### src/rtl/adc_samp_pkg.sv
`timescale 1ns/1ps
package adc_samp_pkg;

  typedef enum logic [1:0] {
    PH_CONV   = 2'd0,
    PH_CLK_LO = 2'd1,
    PH_CLK_HI = 2'd2,
    PH_IDLE   = 2'd3
  } frame_phase_e;

  // Phase of a given frame position: conversion, shift (low/high halves), idle.
  function automatic frame_phase_e phase_at(input int unsigned pos,
                                            input int unsigned conv_len,
                                            input int unsigned n_bits);
    int unsigned off;
    if (pos < conv_len) return PH_CONV;
    if (pos < conv_len + 2 * n_bits) begin
      off = pos - conv_len;
      return off[0] ? PH_CLK_HI : PH_CLK_LO;
    end
    return PH_IDLE;
  endfunction

endpackage

### src/rtl/adc_frame_timer.sv
`timescale 1ns/1ps
module adc_frame_timer
  import adc_samp_pkg::*;
#(
  parameter int unsigned FRAME_CYCLES = 69,
  parameter int unsigned CONV_CYCLES  = 20,
  parameter int unsigned DATA_W       = 16
) (
  input  logic clk_i,
  input  logic rst_ni,
  output logic conv_o,
  output logic sclk_o,
  output logic capture_o,
  output logic last_o
);

  localparam int unsigned CNT_W     = $clog2(FRAME_CYCLES);
  localparam int unsigned SHIFT_END = CONV_CYCLES + 2 * DATA_W;

  generate
    if (FRAME_CYCLES <= SHIFT_END) begin : g_bad_frame
      $error("frame too short for conversion plus shift");
    end
  endgenerate

  logic [CNT_W-1:0] cnt_q, cnt_d;
  frame_phase_e     ph_now, ph_next;

  always_comb begin
    if (cnt_q == CNT_W'(FRAME_CYCLES - 1)) cnt_d = '0;
    else                                   cnt_d = cnt_q + 1'b1;
    ph_now  = phase_at(32'(cnt_q), CONV_CYCLES, DATA_W);
    ph_next = phase_at(32'(cnt_d), CONV_CYCLES, DATA_W);
  end

  // Counter parks on the last idle slot in reset, so frame 0 opens on the first edge.
  always_ff @(posedge clk_i or negedge rst_ni) begin
    if (!rst_ni) begin
      cnt_q  <= CNT_W'(FRAME_CYCLES - 1);
      conv_o <= 1'b0;
      sclk_o <= 1'b0;
    end else begin
      cnt_q  <= cnt_d;
      conv_o <= (ph_next == PH_CONV);
      sclk_o <= (ph_next == PH_CLK_HI);
    end
  end

  assign capture_o = (ph_now == PH_CLK_HI);
  assign last_o    = (cnt_q == CNT_W'(SHIFT_END - 1));

  p_cnt_in_range_r2: assert property (@(posedge clk_i) disable iff (!rst_ni)
    cnt_q < CNT_W'(FRAME_CYCLES));

  p_conv_fall_pos_r2: assert property (@(posedge clk_i) disable iff (!rst_ni)
    $fell(conv_o) |-> cnt_q == CNT_W'(CONV_CYCLES));

  p_sclk_not_in_conv_r3: assert property (@(posedge clk_i) disable iff (!rst_ni)
    conv_o |-> !sclk_o);

endmodule

### src/rtl/adc_bit_shifter.sv
`timescale 1ns/1ps
module adc_bit_shifter #(
  parameter int unsigned DATA_W = 16
) (
  input  logic              clk_i,
  input  logic              rst_ni,
  input  logic              start_i,
  input  logic              capture_i,
  input  logic              sdo_i,
  output logic [DATA_W-1:0] data_o,
  output logic              valid_o
);

  localparam int unsigned BC_W = $clog2(DATA_W + 1);

  logic [DATA_W-1:0] sr_q;
  logic [DATA_W-1:0] sr_next;
  logic [BC_W-1:0]   bits_q;
  logic              word_done;

  assign sr_next   = {sr_q[DATA_W-2:0], sdo_i};
  assign word_done = capture_i && (bits_q == BC_W'(DATA_W - 1));

  always_ff @(posedge clk_i or negedge rst_ni) begin
    if (!rst_ni) begin
      sr_q    <= '0;
      bits_q  <= '0;
      data_o  <= '0;
      valid_o <= 1'b0;
    end else begin
      valid_o <= word_done;
      if (start_i) begin
        bits_q <= '0;
      end else if (capture_i) begin
        sr_q   <= sr_next;
        bits_q <= word_done ? '0 : bits_q + 1'b1;
      end
      if (word_done) data_o <= sr_next;
    end
  end

  p_valid_one_cycle_r5: assert property (@(posedge clk_i) disable iff (!rst_ni)
    valid_o |=> !valid_o);

  p_data_hold_r6: assert property (@(posedge clk_i) disable iff (!rst_ni)
    !valid_o |-> $stable(data_o));

  p_capture_bound_r3: assert property (@(posedge clk_i) disable iff (!rst_ni)
    capture_i |-> bits_q < BC_W'(DATA_W));

endmodule

### src/rtl/adc_sample_ctrl.sv
`timescale 1ns/1ps
module adc_sample_ctrl #(
  parameter int unsigned FRAME_CYCLES = 69,
  parameter int unsigned CONV_CYCLES  = 20,
  parameter int unsigned DATA_W       = 16
) (
  input  logic              clk_i,
  input  logic              rst_ni,
  input  logic              adc_sdo_i,
  output logic              adc_conv_o,
  output logic              adc_sclk_o,
  output logic [DATA_W-1:0] smp_data_o,
  output logic              smp_valid_o
);

  logic capture;
  logic shift_last;

  adc_frame_timer #(
    .FRAME_CYCLES(FRAME_CYCLES),
    .CONV_CYCLES (CONV_CYCLES),
    .DATA_W      (DATA_W)
  ) i_timer (
    .clk_i    (clk_i),
    .rst_ni   (rst_ni),
    .conv_o   (adc_conv_o),
    .sclk_o   (adc_sclk_o),
    .capture_o(capture),
    .last_o   (shift_last)
  );

  adc_bit_shifter #(
    .DATA_W(DATA_W)
  ) i_shifter (
    .clk_i    (clk_i),
    .rst_ni   (rst_ni),
    .start_i  (adc_conv_o),
    .capture_i(capture),
    .sdo_i    (adc_sdo_i),
    .data_o   (smp_data_o),
    .valid_o  (smp_valid_o)
  );

  // Bit count in the shifter and position in the timer must agree.
  p_last_gives_valid_r5: assert property (@(posedge clk_i) disable iff (!rst_ni)
    shift_last |=> smp_valid_o);

  p_valid_after_last_r5: assert property (@(posedge clk_i) disable iff (!rst_ni)
    smp_valid_o |-> $past(shift_last));

  p_no_valid_in_conv_r2: assert property (@(posedge clk_i) disable iff (!rst_ni)
    adc_conv_o |-> !smp_valid_o);

endmodule

### config.mk
export PLATFORM = sky130hd
export DESIGN_NAME = adc_sample_ctrl
export DESIGN_NICKNAME = d
export VERILOG_FILES = /design/src/rtl/adc_samp_pkg.sv /design/src/rtl/adc_frame_timer.sv /design/src/rtl/adc_bit_shifter.sv /design/src/rtl/adc_sample_ctrl.sv
export SDC_FILE = /design/constraint.sdc
export NUM_CORES = 1
export LEC_CHECK = 0
export ABC_AREA = 1
export BUFFER_PORTS_ARGS = -buffer_cell sky130_fd_sc_hd__buf_4
export CAP_MARGIN = 30
export CORE_AREA = 10 10 82 77
export DETAILED_ROUTE_END_ITERATION = 8
export DIE_AREA = 0 0 92 87
export MAX_ROUTING_LAYER = met4
export PLACE_DENSITY = 0.66
export SLEW_MARGIN = 25
export SYNTH_ARGS = -nofsm -noshare
export SYNTH_HDL_FRONTEND = slang
export SYNTH_SLANG_ARGS = --single-unit
### constraint.sdc
create_clock -name clk_i -period 1.55 [get_ports clk_i]
set_clock_uncertainty 0.2 [all_clocks]
set_input_delay 0.31 -clock clk_i [delete_from_list [all_inputs] [get_ports clk_i]]
set_output_delay 0.31 -clock clk_i [all_outputs]
set_load 0.02 [all_outputs]
### Word level (Yosys, flattened, before mapping)

Cells that the tools add are included.
Widths: inputs -> output; s select.

* muxes and demuxes: 20
* add/subtract/negate cells: 4
* bitwise operators: 1
* eq/ne operators: 4
* reductions and logical operators: 4
* magnitude comparators: 4

Operators with widths (count)
* $mux 2: 10
* $mux 5: 3
* $lt 7x5->1 const B: 2
* $lt 7x6->1 const B: 2
* $add 7x1->7 const B: 1
* $eq 7x7->1 const B: 1
* $mux 7: 1
* $mux 1: 6
* $add 5x1->5 const B: 1
* $eq 5x4->1 const B: 1
* $eq 2x2->1 const B: 2
* $logic_not 2->1: 1
* $reduce_and 2->1: 1
* $reduce_bool 2->1: 1
* $sub 1x1->1 const B: 2
* $logic_and 1x1->1: 1
* $not 1->1: 1

* output and inout bits: 19
* flip-flop bits (word level): 46
* input port bits: 3
* logic and storage cells: 44

### Logic depth before layout (Yosys ltp)

* word-level depth: 10
* gate-level depth with buffers: 11
* gate-level depth less buffers: 11

### Cells and area by module

A second synthesis with hierarchy kept.

* cells, all modules: 216
* area total of the unflattened synthesis: 2028.2 um^2

By module, submodules not included
* adc_bit_shifter: instances 1, area an instance 1517.7 um^2, sequential area each 925.9 um^2, cells each 150
* adc_frame_timer: instances 1, area an instance 510.5 um^2, sequential area each 227.7 um^2, cells each 66

### Least setup slack after synthesis

No wires, ideal clock.

* path type: reg-to-reg
* start point: register i_timer.cnt_q[2]
* end point: register i_shifter.data_o[10]
* setup slack: -0.012 ns
* data arrival time: 1.244 ns
* buffers on the path: 1
* clock period less this slack: 1.562 ns
* cell stages (with the launch flop): 9
* data required time: 1.232 ns
* setup time: 0.118 ns
* cell sequence: dfstp_2 > nand2_1 > nand3_1 > nand3_2 > inv_2 > nand2_2 > buf_6 > nand2_1 > o21ai_2

* cells in the longest elaborated chain, start to end: 7
* elaborated cells on any way between the ends: 10
* classes of those cells: order compare (2); eq/ne (1); mux (6); reduce/logical (1)

RTL lines
* start: declaration: line adc_frame_timer.sv:26 `logic [CNT_W-1:0] cnt_q, cnt_d;`
* start signal: assignment: line adc_frame_timer.sv:39 `cnt_q <= CNT_W'(FRAME_CYCLES - 1);`
* start signal: assignment: line adc_frame_timer.sv:43 `cnt_q <= cnt_d;`
* $lt 7x6->1: line adc_samp_pkg.sv:17 `if (pos < conv_len + 2 * n_bits) begin`
* $mux 1 (2 in series): line adc_samp_pkg.sv:17
* $mux 2: line adc_samp_pkg.sv:21 `return PH_IDLE;`
* $mux 2 *: line adc_samp_pkg.sv:17
* $eq 2x2->1 *: line adc_frame_timer.sv:49 `assign capture_o = (ph_now == PH_CLK_HI);`
* $logic_and 1x1->1 *: line adc_bit_shifter.sv:22 `assign word_done = capture_i && (bits_q == BC_W'(DATA_W - 1));`
* end signal: assignment: line adc_bit_shifter.sv:38 `if (word_done) data_o <= sr_next;`
* end: declaration: line adc_bit_shifter.sv:10 `output logic [DATA_W-1:0] data_o,`

Every way passes the cells marked *; elsewhere a longest branch is shown, timed or not. The select of a mux whose other input is x is not followed.
A chain may end at the register's enable or synchronous reset.

### Final worst setup path

* start point: register i_timer.cnt_q[2]
* end point: register i_shifter.data_o[12]

The elaborated chain is that of the path after synthesis.

==> flow_summary.json <==
{
  "rows": 24,
  "drt_iter0_markers": 88,
  "crit_fanout": 20,
  "synth-edff-count": 0,
  "slew_headroom_pct": 61.5,
  "synth_top_area_cell": "dfrtp_1",
  "critical_path_arrival_ps": 1650,
  "num_io_pins": 22,
  "grt_pass1_vias": 1376,
  "synth_fp_nets": 215,
  "synth_cells": 209,
  "gp_congestion": 0.869,
  "path_clk_slew_ps": 80,
  "cts_tree": "yes",
  "path_class": "reg2reg",
  "yosysMostFrequentCell": "nand2_1",
  "ys_seq_area_share_pct": 57.7,
  "cts.sink_count": 46,
  "hpwl_um": 2570,
  "final_util_pct": 53.1,
  "io_buffer_count": 21,
  "tns_ps": -2470,
  "drive_above_1_share_pct": 35.9,
  "die_y_um": 87,
  "reg2reg_depth": 7,
  "clock_latency_ps": 290,
  "post-route-drc-count": 0,
  "placed_cells": 304,
  "totalWireLength_um": 3720,
  "grt_start_max_net_pins": 47,
  "ant_nets": 0,
  "grt_usage_pct": 10.2,
  "hold_depth": 3,
  "hold_class": "in2reg",
  "end_kind": "flop",
  "period_needed_ps": 1660,
  "ys_ff_latch": 46,
  "cts_buffers": 5,
  "tightest_slew_ps": 577,
  "core-area_um2": 4680,
  "slew_violations": 0,
  "viasPerCell": 4.60,
  "hold_ws_ps": 19.2,
  "yosysUniqueCellTypes": 24,
  "clockBufferDepth": 2,
  "vias": 1439,
  "dr.pass1.iters": 4,
  "grt_pass1_wl_um": 6460,
  "setup_viol": 37,
  "die-area_um2": 8000,
  "violations": "setup timing",
  "crit_required_ps": 1540,
  "initial_core_util_pct": 42.7,
  "layout_setup_ws_ps": -112,
  "root_buffer": "clkbuf_8",
  "power.leakage_nw": 1.29,
  "max_cap_violations": 0,
  "slowest_delay_ps": 400,
  "die_w_um": 92,
  "crit_slowest_cell": "dfstp_2",
  "wl_per_cell_um": 11.9,
  "areaGrowthSynthToFinish_pct": 24.3,
  "power.density_nw_per_um2": 794,
  "synth.area.top_cells": "dfrtp_1, nand2_1, o21ai_2",
  "async_flop_share_pct": 100,
  "instances_no_fill": 313,
  "final_nets": 254,
  "ir_drop_uv": 460,
  "synth_area_per_cell_um2": 9.57,
  "place_ws_ps": -126,
  "start_kind": "flop",
  "min_period_over_period_pct": 107,
  "synth-main-ff-cell": "dfrtp_1",
  "hold_viol_final": 0,
  "htreeDepth": 2,
  "outcome": "complete, but fails checks",
  "grt_antenna_before_repair": 0,
  "clock.fmax_ghz": 0.602,
  "path_cells": "o211ai_1 > nand3_4 > inv_2 > nand2_4 > buf_12 > nand2_2 > o21ai_2",
  "synth_area_um2": 2000,
  "grt-ovfl-total": 0,
  "synth_common_cells": "nand2_1, dfrtp_1, inv_1",
  "synth_warnings": 0,
  "rsz0062_at_grt": "true",
  "diodes": 0,
  "yosys.area.top_type_share_pct": 55.0
}
## timing repair
item                       CTS  global route
pin swaps                    0             2
hold endpoints to repair    44             0
setup endpoints to repair   37            37
resized for setup           19             9
hold buffers                 1             0
buffers inserted             0             1
## worst paths after layout
kind | endpoint | slack (ps) | startpoint
min in group asynchronous | i_shifter.bits_q[3]$_DFFE_PN0P_ | 360 | rst_ni
max in group asynchronous | i_timer.cnt_q[6]$_DFF_PN1_ | 410 | rst_ni
setup / recovery | i_shifter.data_o[12]$_DFFE_PN0P_ | -110 | i_timer.cnt_q[2]$_DFF_PN1_
setup reg to reg | i_shifter.data_o[12]$_DFFE_PN0P_ | -110 | i_timer.cnt_q[2]$_DFF_PN1_
hold / removal | i_shifter.data_o[0]$_DFFE_PN0P_ | 20 | adc_sdo_i
hold reg to reg | i_shifter.data_o[0]$_DFFE_PN0P_ | 280 | i_shifter.data_o[0]$_DFFE_PN0P_
## flip-flops by register name, indices dropped and copies added (netlist names)
signal and count:
i_shifter.data_o 16, i_shifter.bits_q 5, i_timer.cnt_q 7, i_timer.conv_o 1, i_timer.sclk_o 1, i_shifter.sr_q 15, i_shifter.valid_o 1
## where the power goes
group          switching (W)  leakage (nW)  internal, W
Combinational      0.0000448         0.683    0.0000159
Clock               0.000383        0.0438     0.000303
Sequential        0.00000898         0.559      0.00122
## layout make-up
class	count	area [um2]
fill	462	2200
sequential	46	1150
multi-input combinational	125	729
timing repair buffer	38	320
inverter	32	123
tap	65	81.3
clock buffer	5	68.8
clock inverter	2	10.0
## logic make-up (layout without fill, tap and decap cells)
logic type,after synthesis,count (layout),share of synthesized area (%)
xor gates and xnor gates,2,2,0.876
and+or+nand+nor,80,80,17.1
AOI/OAI and AO/OA,40,40,13.1
adders and majority gates,3,3,1.88
DFF,46,46,57.7
buffers and inverters,38,77,9.38
## per-stage QoR
step	power, W	cell area, um2
after detailed placement	0.00131	2320
after floorplan	0.00128	2010
after CTS	0.00201	2460
after global routing	0.00207	2490
final	0.00197	2490
after global placement	0.00131	2320
## layout by cell type (no fill, tap or decap), types with 2 or more instances in the layout
cell      instances
a21oi_2           2
o21ai_0          13
nor2_1           10
inv_1            30
nor2_2            3
buf_6             2
dfrtp_1          44
ha_1              3
dfstp_2           2
buf_4            33
o21ai_2          15
o21ai_1           5
clkbuf_8          5
a21oi_1           3
nand3_1           9
nand2_1          35
nand2_2          15
nand3_2           2
clkinv_2          2
buf_12            2
## critical path, delay by kind of cell (launching register included)
| kind | cells | cell delay, ps |
|---|---|---|
| compound gates | 2 | 370 |
| buf+inv | 2 | 280 |
| flops | 1 | 400 |
| simple gates | 3 | 300 |
## routing by layer
metal | global-route usage (%) | part of all wire, % | up-vias
li1 | - | - | 731
met1 | 12.7 | 48 | 687
met2 | 15.0 | 47 | 17
met3 | 3.36 | 4.3 | 4
met4 | 4.20 | 1.4 | 0
met5 | - | 0 | -
(Power assumes the default switching activity.)
